[config.mk]
export PLATFORM = sky130hd
export DESIGN_NAME = lcd_reg_unit
export DESIGN_NICKNAME = d
export VERILOG_FILES = /design/src/rtl/lcdr_pkg.sv /design/src/rtl/lcdr_cfg_regs.sv /design/src/rtl/lcdr_status_irq.sv /design/src/rtl/lcdr_read_port.sv /design/src/rtl/lcd_reg_unit.sv
export SDC_FILE = /design/constraint.sdc
export NUM_CORES = 1
export LEC_CHECK = 0
export ABC_AREA = 1
export BUFFER_PORTS_ARGS = -buffer_cell sky130_fd_sc_hd__buf_2
export CAP_MARGIN = 20
export CORE_ASPECT_RATIO = 1.25
export CORE_MARGIN = 1
export CORE_UTILIZATION = 24
export DETAILED_ROUTE_END_ITERATION = 7
export PLACE_DENSITY_LB_ADDON = 0.3
export SYNTH_ARGS = -nofsm -noshare
export SYNTH_HDL_FRONTEND = slang
export SYNTH_SLANG_ARGS = --single-unit
[constraint.sdc]
create_clock -name clk -period 1.9 [get_ports clk]
set_input_delay 0.285 -clock clk [delete_from_list [all_inputs] [get_ports clk]]
set_output_delay 0.285 -clock clk [all_outputs]
set_load 0.005 [all_outputs]
[src/rtl/lcdr_pkg.sv]
package lcdr_pkg;
  localparam int unsigned BUS_W = 32;

  localparam int unsigned IX_CTRL = 0;
  localparam int unsigned IX_GEOX = 1;
  localparam int unsigned IX_GEOY = 2;
  localparam int unsigned IX_TIM  = 3;
  localparam int unsigned IX_STS  = 4;
  localparam int unsigned IX_SUBP = 5;

  localparam logic [BUS_W-1:0] CTRL_KEEP  = 32'h01cf_f300;
  localparam logic [BUS_W-1:0] CTRL_ONES  = 32'hfe00_0c34;
  localparam logic [BUS_W-1:0] GEOX_ONES  = 32'h0000_000f;
  localparam logic [BUS_W-1:0] TIM_ONES   = 32'hfc00_0000;
  localparam logic [BUS_W-1:0] SUBP_KEEP  = 32'ha1ff_ffff;

  localparam int unsigned STS_N = 3;
  localparam int unsigned ST_FRAME = 0;
  localparam int unsigned ST_PAL   = 1;
  localparam int unsigned ST_SYNC  = 2;

  typedef struct packed {
    logic             tft;
    logic [1:0]       pal_mode;
    logic [1:0]       ien;
    logic             mono;
    logic             en;
    logic [BUS_W-1:0] extra;
  } ctrl_t;
endpackage

[src/rtl/lcdr_cfg_regs.sv]
module lcdr_cfg_regs
  import lcdr_pkg::*;
#(
  parameter int unsigned ADDR_W = 4,
  parameter int unsigned DIM_W  = 10
) (
  input  logic                   clk,
  input  logic                   rst,
  input  logic                   wr_en,
  input  logic [ADDR_W-1:0]      addr,
  input  logic [BUS_W-1:0]       wr_data,
  output ctrl_t                  ctrl,
  output logic [DIM_W-1:0]       geox_m1,
  output logic [BUS_W-DIM_W-1:0] geox_hi,
  output logic [DIM_W-1:0]       geoy_m1,
  output logic [BUS_W-DIM_W-1:0] geoy_hi,
  output logic [BUS_W-1:0]       tim,
  output logic [BUS_W-1:0]       subp,
  output logic                   en_toggle
);
  localparam logic [ADDR_W-1:0] A_CTRL = ADDR_W'(IX_CTRL);
  localparam logic [ADDR_W-1:0] A_GEOX = ADDR_W'(IX_GEOX);
  localparam logic [ADDR_W-1:0] A_GEOY = ADDR_W'(IX_GEOY);
  localparam logic [ADDR_W-1:0] A_TIM  = ADDR_W'(IX_TIM);
  localparam logic [ADDR_W-1:0] A_SUBP = ADDR_W'(IX_SUBP);

  logic ctrl_wr;
  assign ctrl_wr = wr_en && (addr == A_CTRL);

  always_ff @(posedge clk) begin
    if (rst) begin
      ctrl      <= '0;
      geox_m1   <= '0;
      geox_hi   <= '0;
      geoy_m1   <= '0;
      geoy_hi   <= '0;
      tim       <= '0;
      subp      <= '0;
      en_toggle <= 1'b0;
    end else begin
      en_toggle <= ctrl_wr && (wr_data[0] != ctrl.en);
      if (wr_en) begin
        case (addr)
          A_CTRL: begin
            ctrl.en       <= wr_data[0];
            ctrl.mono     <= wr_data[1];
            ctrl.ien      <= wr_data[4:3];
            ctrl.tft      <= wr_data[7];
            ctrl.pal_mode <= wr_data[21:20];
            ctrl.extra    <= wr_data & CTRL_KEEP;
          end
          A_GEOX: begin
            geox_m1 <= wr_data[DIM_W-1:0];
            geox_hi <= wr_data[BUS_W-1:DIM_W];
          end
          A_GEOY: begin
            geoy_m1 <= wr_data[DIM_W-1:0];
            geoy_hi <= wr_data[BUS_W-1:DIM_W];
          end
          A_TIM:   tim  <= wr_data;
          A_SUBP:  subp <= wr_data & SUBP_KEEP;
          default: ;
        endcase
      end
    end
  end


  en_pulse_chk: assert property (@(posedge clk) disable iff (rst)
    en_toggle |-> (ctrl.en != $past(ctrl.en)));


  subp_mask_chk: assert property (@(posedge clk) disable iff (rst)
    (subp & ~SUBP_KEEP) == '0);
endmodule

[src/rtl/lcdr_status_irq.sv]
module lcdr_status_irq
  import lcdr_pkg::*;
(
  input  logic             clk,
  input  logic             rst,
  input  logic [STS_N-1:0] evt,
  input  logic [1:0]       ien,
  output logic [STS_N-1:0] sts,
  output logic             irq
);
  for (genvar g = 0; g < STS_N; g++) begin : g_sts
    always_ff @(posedge clk) begin
      if (rst)         sts[g] <= 1'b0;
      else if (evt[g]) sts[g] <= 1'b1;
    end
  end

  assign irq = (sts[ST_FRAME] && ien[0]) ||
               (sts[ST_PAL]   && ien[1]) ||
               sts[ST_SYNC];


  sync_irq_chk: assert property (@(posedge clk) disable iff (rst)
    evt[ST_SYNC] |=> irq);


  frame_latch_chk: assert property (@(posedge clk) disable iff (rst)
    evt[ST_FRAME] |=> sts[ST_FRAME]);
endmodule

[src/rtl/lcdr_read_port.sv]
module lcdr_read_port
  import lcdr_pkg::*;
#(
  parameter int unsigned ADDR_W = 4,
  parameter int unsigned DIM_W  = 10
) (
  input  logic                   clk,
  input  logic                   rst,
  input  logic                   rd_en,
  input  logic [ADDR_W-1:0]      addr,
  input  ctrl_t                  ctrl,
  input  logic [DIM_W-1:0]       geox_m1,
  input  logic [BUS_W-DIM_W-1:0] geox_hi,
  input  logic [DIM_W-1:0]       geoy_m1,
  input  logic [BUS_W-DIM_W-1:0] geoy_hi,
  input  logic [BUS_W-1:0]       tim,
  input  logic [STS_N-1:0]       sts,
  input  logic [BUS_W-1:0]       subp,
  output logic [BUS_W-1:0]       rd_data
);
  localparam int unsigned MAPPED = IX_SUBP + 1;

  logic [BUS_W-1:0] mux;

  always_comb begin
    mux = '0;
    case (addr)
      ADDR_W'(IX_CTRL): mux = CTRL_ONES | ctrl.extra |
                              (BUS_W'(ctrl.tft) << 23) |
                              (BUS_W'(ctrl.pal_mode) << 20) |
                              (BUS_W'(ctrl.tft) << 7) |
                              (BUS_W'(ctrl.ien) << 3) |
                              (BUS_W'(ctrl.mono) << 1) |
                              BUS_W'(ctrl.en);
      ADDR_W'(IX_GEOX): mux = {geox_hi, geox_m1} | GEOX_ONES;
      ADDR_W'(IX_GEOY): mux = {geoy_hi, geoy_m1};
      ADDR_W'(IX_TIM):  mux = tim | TIM_ONES;
      ADDR_W'(IX_STS):  mux = (BUS_W'(sts[ST_PAL]) << 6) |
                              (BUS_W'(sts[ST_SYNC]) << 2) |
                              BUS_W'(sts[ST_FRAME]);
      ADDR_W'(IX_SUBP): mux = subp;
      default:          mux = '0;
    endcase
  end

  always_ff @(posedge clk) begin
    if (rst)        rd_data <= '0;
    else if (rd_en) rd_data <= mux;
  end


  unmapped_zero_chk: assert property (@(posedge clk) disable iff (rst)
    (rd_en && (32'(addr) >= MAPPED)) |=> (rd_data == '0));


  rd_hold_chk: assert property (@(posedge clk) disable iff (rst)
    !rd_en |=> $stable(rd_data));
endmodule

[src/rtl/lcd_reg_unit.sv]
module lcd_reg_unit
  import lcdr_pkg::*;
#(
  parameter int unsigned ADDR_W = 4,
  parameter int unsigned DIM_W  = 10
) (
  input  logic              clk,
  input  logic              rst,
  input  logic              wr_en,
  input  logic              rd_en,
  input  logic [ADDR_W-1:0] addr,
  input  logic [31:0]       wr_data,
  output logic [31:0]       rd_data,
  input  logic              evt_frame,
  input  logic              evt_palette,
  input  logic              evt_sync,
  output logic              enable,
  output logic              mono,
  output logic              tft,
  output logic [1:0]        pal_mode,
  output logic [DIM_W:0]    width,
  output logic [DIM_W:0]    height,
  output logic [31:0]       subpanel,
  output logic              en_toggle,
  output logic              irq
);
  ctrl_t                  ctrl;
  logic [DIM_W-1:0]       geox_m1, geoy_m1;
  logic [BUS_W-DIM_W-1:0] geox_hi, geoy_hi;
  logic [BUS_W-1:0]       tim;
  logic [STS_N-1:0]       sts;
  logic [STS_N-1:0]       evt;

  assign evt[ST_FRAME] = evt_frame;
  assign evt[ST_PAL]   = evt_palette;
  assign evt[ST_SYNC]  = evt_sync;

  lcdr_cfg_regs #(.ADDR_W(ADDR_W), .DIM_W(DIM_W)) u_cfg (
    .clk(clk), .rst(rst), .wr_en(wr_en), .addr(addr), .wr_data(wr_data),
    .ctrl(ctrl), .geox_m1(geox_m1), .geox_hi(geox_hi),
    .geoy_m1(geoy_m1), .geoy_hi(geoy_hi), .tim(tim), .subp(subpanel),
    .en_toggle(en_toggle)
  );

  lcdr_status_irq u_sts (
    .clk(clk), .rst(rst), .evt(evt), .ien(ctrl.ien), .sts(sts), .irq(irq)
  );

  lcdr_read_port #(.ADDR_W(ADDR_W), .DIM_W(DIM_W)) u_rd (
    .clk(clk), .rst(rst), .rd_en(rd_en), .addr(addr), .ctrl(ctrl),
    .geox_m1(geox_m1), .geox_hi(geox_hi), .geoy_m1(geoy_m1),
    .geoy_hi(geoy_hi), .tim(tim), .sts(sts), .subp(subpanel),
    .rd_data(rd_data)
  );

  assign enable   = ctrl.en;
  assign mono     = ctrl.mono;
  assign tft      = ctrl.tft;
  assign pal_mode = ctrl.pal_mode;
  assign width    = {1'b0, geox_m1} + (DIM_W+1)'(1);
  assign height   = {1'b0, geoy_m1} + (DIM_W+1)'(1);


  width_nonzero_chk: assert property (@(posedge clk) disable iff (rst)
    (width != '0) && (height != '0));
endmodule

==> results.tsv, run 1 <==
stage	metric	value	unit
worst_setup_path	Worst Reg2Reg Path Length in Cells	7	
synth	register area share after synthesis	44.8	%
worst_setup_path	reg2reg start	u_cfg.geoy_m1[2]$_SDFFE_PP0P_	
placement	gpl congestion	0.803	
finish	Layout area overhead	24.3	%
placement	PortBufs	130	
floorplan	# IOs	136	
cts	Skew-Pair Late Insertion Delay	0.44	ns
power	Sw Share	26.1	%
global_routing	initial antenna violation count	1	
power	Gate power share	8.2	%
timing	Fmax	0.527	GHz
drt	DR DRC count	0	
cts	H-Tree Depth	4	
worst_hold_path	hold path cells	3	
global_routing	largest net degree at the start of global routing	114	
drt	wire per inst	17.8	µm
cts	CTS tree	built	
drt	drt first-iter violations	621	
timing	final hold vios	0	
timing	final clock skew	0.00861	ns
power	Lkg Pwr	3.82	nW
floorplan	# rows	73	
synth	Cells after Synth	1075	
worst_setup_path	critical path arrival	1.61	ns
cts	Worst-path clk slew	0.07	ns
global_routing	Tot GR Track Use	17.5	%
flow_run	max_cap viols	0	
synth	Yosys warnings	0	
timing	Slew Limit Headroom	60.4	%
synth	synthesized cell area	7720	µm²
timing	Fin Setup TNS	0	ns
finish	final net count	1229	
worst_setup_path	Crit path required time	1.62	ns
cts	CTS Buffer Depth	2	
drt	routed wire length	28600	µm
global_routing	first-pass GRT wire length	43600	µm
floorplan	Core Area	31700	µm²
floorplan	Die Width	162	µm
cts	CTS Sinks	173	
cts	CTS root buffer	clkbuf_16	
power	clock power share	44.0	%
outcome	status	completed	
finish	cell area after layout	9600	µm²
drt	Vias	7727	
power	Psw	2.03	mW
drt	Via density	4.80	
worst_hold_path	WHS Endpoint	u_sts.sts[0]$_SDFFE_PP0P_	
placement	post-DP HPWL	19500	µm
worst_hold_path	Hold Path Origin	evt_frame	
synth	synthesized area per cell	7.18	µm²
timing	Final period util	99.9	%
power	worst vdd ir	0.476	mV
timing	Final Max Tran Viols	0	
floorplan	Die ar.	32900	µm²
worst_setup_path	Critical Path Fanout Max	3	
cts	hold buffer count at CTS	0	
global_routing	met3 GRT Util	2.59	%
worst_hold_path	HP Class	in2reg	
global_routing	grt total ovfl	0	
finish	fin util	30.3	%
timing	fin crit period	1.90	ns
placement	placed cell area	8870	µm²
timing	RSZ-0062 raised after global routing	yes	
power	cell-internal power	5.76	mW
global_routing	GR Util met2	29.9	%
worst_setup_path	RR Endpoint	u_rd.rd_data[2]$_SDFFE_PP0P_	
cts	CTS Buf Count	17	
floorplan	Chip Height	203	µm
finish	Ant. Diodes	0	
global_routing	vias in the first global route	7316	
floorplan	starting density of the core	24.4	%
worst_setup_path	CP startpoint kind	register	
power	Pwr Total	7.79	mW
power	PD cells	812	nW/µm²
global_routing	Most Crowded Layer GR	met2	
power	Flop pwr share	47.8	%
timing	WHS	0.0715	ns
timing	Slew @ Worst Pin	0.594	ns
drt	1st-pass router iterations	5	
timing	endpoints failing setup	0	
worst_setup_path	setup slack, reg-to-reg	0.70	ns
drt	Antenna Nets Post-Route	0	
global_routing	routing usage on met1	22.3	%
synth	FF+latch count, synth	173	
worst_setup_path	Setup CP Type	reg2out	
synth	Cell variety after synth	29	
worst_setup_path	Critical Path Sink Type	primary output	
finish	layout cell share with drive strength beyond 1	20.6	%
-- timing repair --
action                     CTS  global route
buffers inserted             6             1
cloned                       0             0
setup endpoints to repair   11             8
pin swaps                   10             7
resized for setup           27             7
-- sequential cells by signal, summed over array words and instances (netlist names), 3 cells and up --
register	cells
u_cfg.geox_m1	10
u_cfg.geoy_hi	22
u_rd.rd_data	32
u_cfg.tim	26
u_cfg.subp	27
u_cfg.ctrl	20
u_cfg.geoy_m1	10
u_cfg.geox_hi	22
u_sts.sts	3
-- Yosys cell counts, drive strengths merged --
| library cell | count | area share, % |
|---|---|---|
| a221o | 1 | 0.13 |
| a211oi | 1 | 0.16 |
| nand3 | 187 | 12 |
| nor2 | 91 | 5.1 |
| o22ai | 3 | 0.24 |
| inv | 67 | 3.3 |
| o21ai | 73 | 4.7 |
| dfxtp | 173 | 45 |
| nor3 | 4 | 0.26 |
| clkbuf | 34 | 1.7 |
| xor2 | 16 | 1.8 |
| a21oi | 155 | 10 |
| nand4 | 5 | 0.40 |
| o211ai | 6 | 0.58 |
| nand2 | 202 | 10 |
| conb | 1 | 0.049 |
| buf | 54 | 4.2 |
| ha | 2 | 0.32 |
-- power groups by stage --
stage	Combinational [mW]	Clock, mW	Sequential [mW]
finish	0.637	3.43	3.72
global route	0.693	3.65	3.73
CTS	0.638	3.52	3.72
detailed placement	0.633	0	3.81
global placement	0.631	0	3.81
floorplan	0.336	0	3.80
-- routing by layer --
layer | up-vias | share of wire [%]
li1 | 3777 | -
met1 | 3670 | 43
met2 | 236 | 49
met3 | 42 | 5.3
met4 | 2 | 2.5
met5 | - | 0.035
-- logic make-up after synthesis --
| kind of cell | Yosys count | share of synthesized area (%) |
|---|---|---|
| simple gates | 489 | 27.9 |
| compound gates | 239 | 15.9 |
| flops | 173 | 44.8 |
| buf+inv | 155 | 9.17 |
| xor+xnor | 16 | 1.81 |
| fa+ha+maj | 2 | 0.324 |
| other cells | 1 | 0.0486 |
-- through the flow --
stage / setup slack (ns) / cells
6_report: 0.00171 / 1609
5_1_grt: -0.0589 / 1609
4_1_cts: -0.0233 / 1608
3_5_place_dp: 0.128 / 1570
3_3_place_gp: 0.142 / 1570
2_1_floorplan: 0.513 / 1079
-- worst max-delay path, stage by stage (launching register included) --
cell and delay, ns:
dfxtp_4 0.38, ha_4 0.14, nand4_1 0.13, inv_1 0.09
nand4_1 0.14, xor2_1 0.17, buf_2 0.13
-- layout make-up --
class | instances | area (µm²)
fillers | 3461 | 22100
repair buffers | 174 | 1120
inverters | 67 | 254
multi-input cells | 751 | 3650
clock buffers | 21 | 460
flip-flops and latches | 173 | 3490
clock inverters | 11 | 110
well taps | 412 | 515
-- placed cells by master, fill, tap and decap left out, types with 3 or more instances in the layout --
master / Yosys / final
nand2_1: 197 / 196
nand3_1: 187 / 183
dfxtp_1: 173 / 166
a21oi_1: 155 / 155
buf_2: 33 / 129
nor2_1: 84 / 81
o21ai_0: 63 / 63
inv_1: 61 / 58
buf_4: 16 / 34
clkbuf_16: 0 / 17
xor2_1: 16 / 16
buf_12: 0 / 11
o21ai_1: 10 / 10
inv_2: 5 / 8
dfxtp_4: 0 / 7
o211ai_1: 6 / 6
clkinvlp_4: 0 / 6
nand4_1: 5 / 5
nor2_4: 4 / 5
nand2_2: 4 / 5
conb_1: 1 / 5
nand3_2: 0 / 4
nor2_2: 2 / 4
o22ai_1: 3 / 3
-- worst max path at each step --
| stage | start | end | slack, ns |
|---|---|---|---|
| 2_1_floorplan | addr[1] | u_cfg.tim[10]$_SDFFE_PP0P_ | 0.51 |
| 5_1_grt | u_cfg.geoy_m1[0]$_SDFFE_PP0P_ | height[7] | -0.06 |
| 6_report | u_cfg.geoy_m1[1]$_SDFFE_PP0P_ | height[8] | 0.002 |
| 3_3_place_gp | addr[3] | u_rd.rd_data[1]$_SDFFE_PP0P_ | 0.14 |
| 3_5_place_dp | addr[3] | u_rd.rd_data[1]$_SDFFE_PP0P_ | 0.13 |
| 4_1_cts | u_cfg.geoy_m1[1]$_SDFFE_PP0P_ | height[10] | -0.02 |
Power figures use the tool's default switching activity.
==> inputs of run 2 (changes only) <==
--- a/config.mk
+++ b/config.mk
@@ -6,7 +6,8 @@
 export NUM_CORES = 1
 export LEC_CHECK = 0
 export ABC_AREA = 1
-export BUFFER_PORTS_ARGS = -buffer_cell sky130_fd_sc_hd__buf_2
+export ABC_CLOCK_PERIOD_IN_PS = 1900
+export BUFFER_PORTS_ARGS = -buffer_cell sky130_fd_sc_hd__clkbuf_2
 export CAP_MARGIN = 20
 export CORE_ASPECT_RATIO = 1.25
 export CORE_MARGIN = 1
==> results.tsv, run 2 (same netlist as run 1, synthesis figures left out) <==
stage	metric	value	unit
outcome	status	finished with violations	
outcome	violated checks	setup timing	
placement	placed cell area	8870	µm²
drt	Vias	7814	
finish	Largest Register	u_rd.rd_data	
worst_setup_path	Critical Path Sink Type	primary output	
timing	endpoints failing setup	1	
floorplan	Die Width	162	µm
timing	Slew @ Worst Pin	0.601	ns
worst_setup_path	Setup CP Type	reg2out	
cts	CTS Buf Count	17	
finish	multi-input logic area	3680	µm²
floorplan	starting density of the core	24.4	%
worst_hold_path	Hold Path Origin	evt_frame	
finish	cell area after layout	9570	µm²
drt	Antenna Nets Post-Route	0	
drt	drt first-iter violations	627	
cts	CTS root buffer	clkbuf_16	
worst_setup_path	RR Endpoint	u_rd.rd_data[4]$_SDFFE_PP0P_	
worst_setup_path	Worst Reg2Reg Path Length in Cells	7	
finish	most frequent cells in the layout	196 x nand2_1, 184 x nand3_1, 164 x dfxtp_1	
timing	RSZ-0062 raised after global routing	yes	
timing	Fmax	0.522	GHz
placement	post-DP HPWL	19900	µm
drt	routed wire length	29000	µm
finish	max reg flops	32	
worst_setup_path	setup slack, reg-to-reg	0.75	ns
timing	final worst slack	-0.0143	ns
power	worst vdd ir	0.510	mV
global_routing	grt total ovfl	0	
timing	Final period util	101	%
floorplan	Core Area	31700	µm²
worst_setup_path	critical path arrival	1.63	ns
global_routing	first-pass GRT wire length	43500	µm
finish	Regs by FF count	u_rd.rd_data: 32 flops, u_cfg.subp: 27 flops, u_cfg.tim: 26 flops	
cts	CTS Sinks	173	
timing	fin crit period	1.91	ns
finish	layout cell share with drive strength beyond 1	20.4	%
drt	DR DRC count	0	
floorplan	# IOs	136	
worst_setup_path	Critical Path Fanout Max	3	
worst_hold_path	WHS Endpoint	u_sts.sts[0]$_SDFFE_PP0P_	
timing	Final Max Tran Viols	0	
cts	CTS tree	built	
drt	1st-pass router iterations	5	
placement	gpl congestion	0.790	
worst_hold_path	HP Class	in2reg	
global_routing	largest net degree at the start of global routing	114	
finish	Filler Cell Count	3453	
timing	Fin Setup TNS	-0.0143	ns
worst_hold_path	hold path cells	3	
floorplan	Die ar.	32900	µm²
cts	hold buffer count at CTS	0	
timing	final clock skew	0.00815	ns
drt	Via density	4.86	
global_routing	initial antenna violation count	0	
drt	wire per inst	18.0	µm
cts	H-Tree Depth	4	
flow_run	max_cap viols	0	
power	Lkg Pwr	3.77	nW
worst_setup_path	Crit path required time	1.62	ns
cts	Skew-Pair Late Insertion Delay	0.43	ns
global_routing	vias in the first global route	7220	
floorplan	Chip Height	203	µm
placement	PortBufs	130	
floorplan	# rows	73	
finish	register area	3490	µm²
finish	commonest non-fill, non-tap cell in the layout	nand2_1	
worst_setup_path	CP startpoint kind	register	
timing	Slew Limit Headroom	59.9	%
power	PD cells	790	nW/µm²
global_routing	Tot GR Track Use	17.7	%
finish	Ant. Diodes	0	
cts	Worst-path clk slew	0.06	ns
worst_setup_path	reg2reg start	u_cfg.geox_m1[4]$_SDFFE_PP0P_	
finish	Layout area overhead	23.9	%
finish	final net count	1233	
cts	CTS Buffer Depth	2	
timing	final hold vios	0	
run 2: cell count changes in the layout (fill, tap and decap cells not counted), moves of 4 or more:
cell,previous run,this run
buf_2,129,3
clkbuf_2,0,126
buf_4,34,41
clkinv_2,0,4
dfxtp_2,0,4
nand3_2,4,0
run 2: through the flow:
stage,power [mW],hold slack [ns],utilization (%),setup slack [ns],std cells
2_1_floorplan,4.14,0.382,-,0.513,1079
3_3_place_gp,4.45,0.437,28.0,0.199,1575
3_5_place_dp,4.45,0.443,28.0,0.186,1575
4_1_cts,7.61,0.0699,29.9,-0.0307,1605
5_1_grt,7.84,0.0943,30.2,-0.126,1609
6_report,7.55,0.0870,30.2,-0.0143,1609
run 2: routing by layer:
metal  vias up  wire length (µm)  GRT usage [%]
met3        55              1550           3.11
met1      3705             11900           21.6
li1       3786                 -              -
met5         -                 0              0
met4         0              1120           7.99
met2       268             14400           29.9
run 2: timing repair:
item,CTS,global route
resized for setup,27,12
gates cloned,0,0
endpoints found under the setup margin,11,8
pin swaps,6,6
buffers inserted,2,4
run 2: power by group:
group	internal (mW)	switching, mW
clock	1.77	1.42
combinational	0.190	0.449
sequential	3.68	0.0465
run 2: worst max path at each step:
stage	start	cells after the start	end
2_1_floorplan	addr[1]	8	u_cfg.tim[10]$_SDFFE_PP0P_
3_3_place_gp	addr[1]	11	u_rd.rd_data[13]$_SDFFE_PP0P_
3_5_place_dp	addr[1]	11	u_rd.rd_data[13]$_SDFFE_PP0P_
4_1_cts	u_cfg.geoy_m1[1]$_SDFFE_PP0P_	6	height[10]
5_1_grt	u_cfg.geoy_m1[1]$_SDFFE_PP0P_	6	height[8]
6_report	u_cfg.geoy_m1[1]$_SDFFE_PP0P_	6	height[8]
run 2: cell type report:
class                      instances  share of cell area, %
timing repair buffer             178                   11.6
sequential                       173                   36.5
clock buffer                      20                   4.56
tap                              412                   5.39
clock inverter                     8                  0.772
multi-input combinational        751                   38.5
inverter                          67                   2.69
run 2: critical path: stages (launching register included):
cell     delay [ns]
dfxtp_4        0.37
ha_4           0.13
nand4_1        0.14
inv_1          0.09
nand4_1        0.15
xor2_1         0.19
buf_2          0.13
==> inputs of run 3 (changes only) <==
--- a/config.mk
+++ b/config.mk
@@ -14,6 +14,7 @@
 export CORE_UTILIZATION = 24
 export DETAILED_ROUTE_END_ITERATION = 7
 export PLACE_DENSITY_LB_ADDON = 0.3
+export RECOVER_POWER = 25
 export SYNTH_ARGS = -nofsm -noshare
 export SYNTH_HDL_FRONTEND = slang
 export SYNTH_SLANG_ARGS = --single-unit
==> results.tsv, run 3 (same netlist as run 1, synthesis figures left out) <==
stage	metric	value	unit
finish	max reg flops	32	
worst_setup_path	Critical Path Sink Type	primary output	
power	PD cells	795	nW/µm²
drt	top layer reached by signal wires	met4	
floorplan	# IOs	136	
timing	Final Max Tran Viols	0	
cts	CTS root buffer	clkbuf_16	
cts	CTS Buffer Depth	2	
finish	Layout area overhead	23.1	%
cts	Worst-path clk slew	0.06	ns
drt	Antenna Nets Post-Route	0	
drt	routed wire length	29100	µm
drt	WL met1	12100	µm
drt	WL met3	1580	µm
worst_setup_path	critical path arrival	1.64	ns
outcome	violated checks	setup timing	
worst_setup_path	most frequent CP cell	nand4_1	
timing	Fmax	0.520	GHz
timing	endpoints failing setup	1	
cts	Skew-Pair Late Insertion Delay	0.43	ns
finish	Ant. Diodes	0	
power	Pwr Total	7.56	mW
timing	Final period util	101	%
finish	Regs by FF count	u_rd.rd_data: 32 flops, u_cfg.subp: 27 flops, u_cfg.tim: 26 flops	
worst_setup_path	Setup CP Type	reg2out	
drt	met2 wire length	14400	µm
power	Lkg Pwr	3.70	nW
global_routing	first-pass GRT wire length	43500	µm
finish	Largest Register	u_rd.rd_data	
worst_setup_path	CP cell instances	ha_4 > nand4_1 > inv_1 > nand4_1 > xor2_1 > buf_2	
placement	worst slack at placement	0.186	ns
worst_setup_path	CP max stage delay	0.37	ns
worst_setup_path	Critical Path Fanout Max	3	
floorplan	Core Area	31700	µm²
global_routing	largest net degree at the start of global routing	114	
timing	fin crit period	1.92	ns
finish	most frequent cells in the layout	197 x nand2_1, 184 x nand3_1, 164 x dfxtp_1	
worst_setup_path	CP max stage cell	dfxtp_4	
floorplan	# rows	73	
drt	DR DRC count	0	
flow_run	max_cap viols	0	
drt	drt first-iter violations	574	
worst_setup_path	Largest delay share family, worst path	flip-flops	
finish	layout cell share with drive strength beyond 1	18.4	%
drt	Vias	7833	
timing	final hold vios	0	
worst_setup_path	setup slack, reg-to-reg	0.71	ns
power	worst vdd ir	0.509	mV
cts	CTS Sinks	173	
placement	gpl congestion	0.790	
finish	final net count	1233	
worst_setup_path	Crit path required time	1.62	ns
timing	Slew Limit Headroom	6.12	%
outcome	status	finished with violations	
cts	H-Tree Depth	4	
cts	hold buffer count at CTS	0	
timing	final clock skew	0.00789	ns
floorplan	Die Width	162	µm
worst_hold_path	HP Class	in2reg	
floorplan	starting density of the core	24.4	%
placement	PortBufs	130	
timing	RSZ-0062 raised after global routing	yes	
drt	1st-pass router iterations	5	
worst_setup_path	WP buf/inv	2	
drt	Via density	4.87	
floorplan	Chip Height	203	µm
cts	CTS Buf Count	17	
global_routing	vias in the first global route	7220	
global_routing	initial antenna violation count	0	
placement	post-DP HPWL	19900	µm
cts	CTS tree	built	
timing	Slew @ Worst Pin	1.41	ns
worst_setup_path	CP startpoint kind	register	
global_routing	Tot GR Track Use	17.7	%
global_routing	grt total ovfl	0	
drt	wire per inst	18.1	µm
timing	final worst slack	-0.0226	ns
finish	commonest non-fill, non-tap cell in the layout	nand2_1	
floorplan	Die ar.	32900	µm²
[run 3: cell types whose count changed in the layout (fill, tap and decap cells not counted), sizes merged]
cell	change
clkbuf	+3
buf	-3
[run 3: per-layer routing]
layer | vias to the layer above | global-route usage (%)
met5 | - | 0
met4 | 0 | 7.99
met3 | 53 | 3.11
met2 | 287 | 29.9
met1 | 3703 | 21.6
li1 | 3790 | -
[run 3: cell type report]
class / count / area (µm²)
sequential: 173 / 3490
inverter: 67 / 258
fill: 3470 / 22200
clock buffer: 20 / 437
tap: 412 / 515
clock inverter: 8 / 73.8
multi-input combinational: 751 / 3660
timing repair buffer: 178 / 1070
[run 3: metrics by stage]
| stage | cell area [µm²] | setup TNS [ns] | std cells | hold WS [ns] | utilization (%) |
|---|---|---|---|---|---|
| detailed placement | 8870 | 0 | 1575 | 0.443 | 28.0 |
| global placement | 8870 | 0 | 1575 | 0.437 | 28.0 |
| global route | 9510 | -0.907 | 1609 | 0.0943 | 30.0 |
| CTS | 9490 | -0.0455 | 1605 | 0.0699 | 29.9 |
| floorplan | 7740 | 0 | 1079 | 0.382 | - |
| finish | 9510 | -0.0226 | 1609 | 0.0851 | 30.0 |
[run 3: path summary, 6_finish.rpt]
check	to	cells after the start	start
worst max-delay path	height[8]	6	u_cfg.geoy_m1[1]$_SDFFE_PP0P_
worst min-delay path	u_sts.sts[0]$_SDFFE_PP0P_	3	evt_frame
worst max register to register	u_rd.rd_data[8]$_SDFFE_PP0P_	4	u_cfg.geox_m1[8]$_SDFFE_PP0P_
worst min register to register	u_cfg.geoy_hi[7]$_SDFFE_PP0P_	2	u_cfg.geoy_hi[7]$_SDFFE_PP0P_
[run 3: timing repair]
item / CTS / global route
gates resized for setup: 27 / 12
buffers inserted: 2 / 4
hold endpoints to repair: 0 / 0
pin swaps: 6 / 6
endpoints found under the setup margin: 11 / 8
cloned: 0 / 0
[run 3: tightest hold or removal path, stage by stage]
cell and delay, ns:
clkbuf_2 0.09, nor2_1 0.04, nor2_1 0.07
[run 3: report_power, final]
group	switching (mW)	internal [mW]	leakage, nW
Clock	1.43	1.77	0.247
Combinational	0.447	0.184	2.05
Sequential	0.0467	3.68	1.40
